===== config.mk =====
export PLATFORM = sky130hd
export DESIGN_NAME = serial_tx_engine
export DESIGN_NICKNAME = d
export VERILOG_FILES = /design/src/rtl/txq_pkg.sv /design/src/rtl/txq_fifo.sv /design/src/rtl/txq_shifter.sv /design/src/rtl/txq_irq.sv /design/src/rtl/serial_tx_engine.sv
export SDC_FILE = /design/constraint.sdc
export NUM_CORES = 1
export LEC_CHECK = 0
export BUFFER_PORTS_ARGS = -buffer_cell sky130_fd_sc_hd__buf_2
export CAP_MARGIN = 20
export CORE_MARGIN = 2
export CORE_UTILIZATION = 55
export DETAILED_ROUTE_END_ITERATION = 10
export GPL_TIMING_DRIVEN = 0
export MAX_ROUTING_LAYER = met4
export PLACE_DENSITY = 0.75
export SYNTH_ARGS = -nofsm -noshare
export SYNTH_HDL_FRONTEND = slang
export SYNTH_HIERARCHICAL = 1
export SYNTH_SLANG_ARGS = --single-unit

===== constraint.sdc =====
create_clock -name clk -period 9.9 [get_ports clk]
set_clock_uncertainty 0.2 [all_clocks]
set_input_delay 0.99 -clock clk [delete_from_list [all_inputs] [get_ports clk]]
set_output_delay 0.99 -clock clk [all_outputs]
set_load 0.03 [all_outputs]

===== src/rtl/txq_pkg.sv =====
package txq_pkg;

  typedef enum logic {SH_IDLE, SH_SEND} sh_state_e;

  // Number of oversampling ticks that make up one bit on the line.
  function automatic logic [4:0] ticks_per_bit(input logic os8);
    return os8 ? 5'd8 : 5'd16;
  endfunction

  // Holding capacity for the selected mode.
  function automatic int unsigned hold_cap(input logic fifo_on, input int unsigned depth);
    return fifo_on ? depth : 1;
  endfunction

  // Level condition behind the transmit-empty event.
  function automatic logic below_trig(input int unsigned lvl, input int unsigned trig,
                                      input logic fifo_on);
    if (fifo_on) return lvl < trig;
    return lvl == 0;
  endfunction

endpackage


===== src/rtl/txq_fifo.sv =====
module txq_fifo #(
  parameter int DEPTH = 64,
  parameter int DW    = 8,
  parameter int CW    = $clog2(DEPTH + 1)
) (
  input  logic          clk,
  input  logic          rst_n,
  input  logic          fifo_on,
  input  logic          push,
  input  logic [DW-1:0] din,
  input  logic          pop,
  output logic [DW-1:0] dout,
  output logic [CW-1:0] level,
  output logic          accept
);
  localparam int AW = (DEPTH > 1) ? $clog2(DEPTH) : 1;

  logic [DW-1:0] mem [DEPTH];
  logic [AW-1:0] wptr, rptr;
  logic [CW-1:0] cap;

  assign cap    = CW'(txq_pkg::hold_cap(fifo_on, DEPTH));
  assign accept = push && (level < cap);
  assign dout   = mem[rptr];

  function automatic logic [AW-1:0] ptr_next(input logic [AW-1:0] p);
    return (p == AW'(DEPTH - 1)) ? '0 : p + 1'b1;
  endfunction

  always_ff @(posedge clk) begin
    if (accept) mem[wptr] <= din;
  end

  always_ff @(posedge clk or negedge rst_n) begin
    if (!rst_n) begin
      wptr  <= '0;
      rptr  <= '0;
      level <= '0;
    end else begin
      if (accept) wptr <= ptr_next(wptr);
      if (pop)    rptr <= ptr_next(rptr);
      level <= level + CW'(accept) - CW'(pop);
    end
  end
endmodule


===== src/rtl/txq_shifter.sv =====
module txq_shifter #(
  parameter int DW = 8
) (
  input  logic          clk,
  input  logic          rst_n,
  input  logic          tick,
  input  logic          os8,
  input  logic          have_data,
  input  logic [DW-1:0] din,
  output logic          pop,
  output logic          txd,
  output logic          idle,
  output logic          frame_done
);
  import txq_pkg::*;

  localparam int FW = DW + 2;
  localparam int BW = $clog2(FW);

  sh_state_e     state;
  logic [FW-1:0] shreg;
  logic [BW-1:0] bidx;
  logic [4:0]    tcnt;
  logic [4:0]    tpb;
  logic          bit_end;

  assign tpb        = ticks_per_bit(os8);
  assign bit_end    = (state == SH_SEND) && tick && (tcnt == tpb - 5'd1);
  assign frame_done = bit_end && (bidx == BW'(FW - 1));
  assign pop        = tick && have_data && ((state == SH_IDLE) || frame_done);
  assign idle       = (state == SH_IDLE);
  assign txd        = idle ? 1'b1 : shreg[0];

  always_ff @(posedge clk or negedge rst_n) begin
    if (!rst_n) begin
      state <= SH_IDLE;
      shreg <= '1;
      bidx  <= '0;
      tcnt  <= '0;
    end else if (pop) begin
      state <= SH_SEND;
      shreg <= {1'b1, din, 1'b0};
      bidx  <= '0;
      tcnt  <= '0;
    end else if (frame_done) begin
      state <= SH_IDLE;
      shreg <= '1;
      tcnt  <= '0;
    end else if (bit_end) begin
      shreg <= {1'b1, shreg[FW-1:1]};
      bidx  <= bidx + 1'b1;
      tcnt  <= '0;
    end else if ((state == SH_SEND) && tick) begin
      tcnt <= tcnt + 5'd1;
    end
  end
endmodule


===== src/rtl/txq_irq.sv =====
module txq_irq (
  input  logic clk,
  input  logic rst_n,
  input  logic below,
  input  logic isr_rd,
  input  logic wr_acc,
  input  logic irq_en,
  output logic pend,
  output logic pend_set,
  output logic irq
);
  logic below_q;

  assign pend_set = below && !below_q;
  assign irq      = pend && irq_en;

  always_ff @(posedge clk or negedge rst_n) begin
    if (!rst_n) begin
      below_q <= 1'b1;
      pend    <= 1'b0;
    end else begin
      below_q <= below;
      if (pend_set)              pend <= 1'b1;
      else if (isr_rd || wr_acc) pend <= 1'b0;
    end
  end
endmodule


===== src/rtl/serial_tx_engine.sv =====
module serial_tx_engine #(
  parameter int DEPTH = 64,
  parameter int DW    = 8,
  parameter int CW    = $clog2(DEPTH + 1)
) (
  input  logic          clk,
  input  logic          rst_n,
  input  logic          tick,
  input  logic          os8_sel,
  input  logic          fifo_on,
  input  logic [CW-1:0] trig_lvl,
  input  logic          irq_en,
  input  logic          wr_en,
  input  logic [DW-1:0] wr_data,
  input  logic          isr_rd,
  output logic          txd,
  output logic          hold_empty,
  output logic          shift_empty,
  output logic          txe_pend,
  output logic          irq
);
  logic [DW-1:0] q_dout;
  logic [CW-1:0] level;
  logic          wr_acc;
  logic          load;
  logic          frame_done;
  logic          below;
  logic          pend_set;

  txq_fifo #(.DEPTH(DEPTH), .DW(DW), .CW(CW)) fifo_i (
    .clk(clk), .rst_n(rst_n), .fifo_on(fifo_on), .push(wr_en), .din(wr_data),
    .pop(load), .dout(q_dout), .level(level), .accept(wr_acc)
  );

  txq_shifter #(.DW(DW)) shift_i (
    .clk(clk), .rst_n(rst_n), .tick(tick), .os8(os8_sel),
    .have_data(!hold_empty), .din(q_dout), .pop(load), .txd(txd),
    .idle(shift_empty), .frame_done(frame_done)
  );

  assign hold_empty = (level == '0);
  assign below      = txq_pkg::below_trig(32'(level), 32'(trig_lvl), fifo_on);

  txq_irq irq_i (
    .clk(clk), .rst_n(rst_n), .below(below), .isr_rd(isr_rd), .wr_acc(wr_acc),
    .irq_en(irq_en), .pend(txe_pend), .pend_set(pend_set), .irq(irq)
  );
endmodule


==> results.py <==
metrics = {
    "clocking": {
        "path_clk_slew_ns": 0.06,
        "cts.repair.resized": 0,
        "clk-insertion-delay-late_ns": 0.60,
        "cts_tree": "yes",
        "postCtsSetupRepairBufs": 0,
        "cts_hold_buffers": 0,
        "cts_num_sinks": 552,
        "numCtsBuffers": 54,
        "cts_max_path_buffers": 3,
        "clockRootBuffer": "clkbuf_16",
        "h-tree-depth": 2,
    },
    "timing": {
        "finalSetupViolations": 0,
        "slew_headroom_pct": 25.2,
        "drv_slew": 0,
        "fin_crit_ns": 4.16,
        "finalSetupTns_ns": 0,
        "rsz0062_at_grt": "false",
        "fmax_mhz": 240,
        "tightest_slew_ns": 1.12,
        "post-route-period-util_pct": 42.0,
        "finalHoldViolCount": 0,
    },
    "pwr": {
        "p_sw_share_pct": 25.3,
        "leakage_nw": 7.93,
        "seqPwrFrac_pct": 47.8,
        "p_sw_mw": 1.44,
        "max-vdd-ir-drop_v": 0.000178,
        "p_clk_share_pct": 35.4,
        "power.internal_mw": 4.26,
        "powerDensity_nw_per_um2": 229,
        "combPwrFrac_pct": 16.8,
    },
    "finish": {
        "final_cells": 1813,
        "drive_gt1_share_pct": 24.3,
        "diodes": 0,
        "final_nets": 1293,
        "area_growth_pct": 12.1,
        "fillers": 2733,
    },
    "die": {
        "io_pins": 28,
        "dieArea_sq_um": 42100,
        "fp.dieH_um": 205,
        "die_w_um": 205,
        "rows": 73,
        "initial_core_util_pct": 55.9,
        "core-area_sq_um": 39800,
    },
    "worst_hold_path": {
        "hold_class": "in -> async",
    },
    "placement": {
        "numPortBuffers": 26,
        "dp_cells": 1709,
        "gp_congestion": 0.909,
        "hpwl_um": 31200,
    },
    "synthesis": {
        "synth_cells": 1157,
        "syn_area_sq_um": 22300,
        "syn_nets": 1203,
        "synth.avg_cell_area_sq_um": 19.2,
        "yosysWarnings": 6,
    },
    "worst_setup_path": {
        "worstPathMaxFanout": 10,
        "arrival_ns": 4.18,
        "required_ns": 9.92,
        "path_class": "reg -> reg",
        "startpoint_type": "flop",
        "cp-end-kind": "flop",
    },
    "drt": {
        "drt-total-wl_um": 49600,
        "detail-route-antenna-nets": 0,
        "via_count": 11600,
        "post-route-drc-count": 0,
        "drtIter0Drc": 1684,
        "dr.pass1.iters": 6,
        "detail_route.wl_per_cell_um": 27.4,
        "vias_per_cell": 6.42,
    },
    "global_route": {
        "grt_max_degree": 65,
        "grt_pass1_vias": 11600,
        "gr-total-overflow": 0,
        "antenna_found_initial": 0,
        "grt_pass1_wl_um": 73200,
        "grt_usage_pct": 24.8,
    },
    "status": {
        "status": "finished clean",
    },
    "flow_run": {
        "cap_violations": 0,
    },
}
[metrics by stage]
| stage | cell area (sq um) | hold slack (ns) | worst slack (ns) | utilization, % | total power [mW] |
|---|---|---|---|---|---|
| 6_report | 25000 | 0.0181 | 5.74 | 62.7 | 5.71 |
| 5_1_grt | 25000 | 0.0105 | 5.59 | 62.7 | 5.91 |
| 4_1_cts | 24800 | 0.317 | 5.90 | 62.3 | 5.73 |
| 3_5_place_dp | 23100 | 0.302 | 5.51 | 58.0 | 3.72 |
| 3_3_place_gp | 23100 | 0.283 | 5.58 | 57.9 | 3.69 |
| 2_1_floorplan | 22300 | 0.276 | 6.35 | - | 3.44 |
[state kept, by name, summed over array words and instances, names as in the netlist]
name,count
fifo_i/level,7
fifo_i/mem,512
fifo_i/rptr,6
fifo_i/wptr,6
irq_i/below_q,1
irq_i/pend,1
shift_i/bidx,4
shift_i/shreg,9
shift_i/state,1
shift_i/tcnt,5
[cell type report]
cell class              count  area (sq um)  share of cell area, %
clock inverters            32           325                   1.30
inverters                  26          97.6                  0.391
plain buffers              64           364                   1.46
flip-flops and latches    552         16400                   65.6
multi-input cells         515          5420                   21.7
repair buffers             34           298                   1.19
well taps                 525           657                   2.63
clock buffers              65          1410                   5.66
[power by group through the flow]
stage,registers (mW),clock network (mW),logic [mW]
floorplan,2.76,0,0.686
global placement,2.77,0,0.917
detailed placement,2.77,0,0.945
CTS,2.73,2.05,0.953
global route,2.74,2.14,1.03
finish,2.73,2.02,0.957
[critical path, cell delays in order, from the launching register on]
cell      delay [ns]
dfrtp_1         0.46
inv_1           0.12
ha_1            0.14
nor3b_1         0.19
o211ai_1        0.14
a21o_1          0.26
inv_1           0.09
clkbuf_1        0.39
nand4b_1        0.79
nor2_1          1.00
[layer usage]
layer  part of all wire (%)  routed length [um]  track usage [%]  vias up
met2                     48               24000             38.9      570
met3                    9.1                4500             4.26      107
met4                    2.7                1360             7.55        0
met1                     40               19700             34.0     6051
li1                       -                   -                -     4906
met5                      0                   0                -        -
[placed cells by master (no fill, tap or decap), types with 7 or more instances in the layout]
master	count
edfxtp_1	512
mux4_2	116
nor2_1	76
clkbuf_16	55
buf_2	45
nand2_1	41
clkbuf_1	37
dfrtp_1	30
mux2_2	29
a22oi_1	28
inv_1	26
ha_1	22
nand3_1	19
clkinv_1	15
nor2b_1	14
a221oi_1	14
nand3b_1	13
o21ai_0	12
a211oi_1	10
dfstp_2	10
o311ai_1	8
o22ai_1	8
clkinv_2	8
a21oi_1	8
buf_12	8
o221a_2	8
buf_6	7
a32o_1	7
a31oi_1	7
xnor2_1	7
[worst paths after layout]
path                                 start                end  slack [ns]  cells after the start
setup / recovery           fifo_i/level[1]  fifo_i/mem[19][0]        5.74                      9
hold / removal                       rst_n      shift_i/state        0.02                      1
setup reg to reg           fifo_i/level[1]  fifo_i/mem[19][0]        5.74                      9
hold reg to reg                 irq_i/pend         irq_i/pend        0.31                      1
max in group asynchronous            rst_n      irq_i/below_q        8.97                      2
min in group clk                irq_i/pend         irq_i/pend        0.31                      1
No activity file was read; power rests on OpenSTA's default activity.
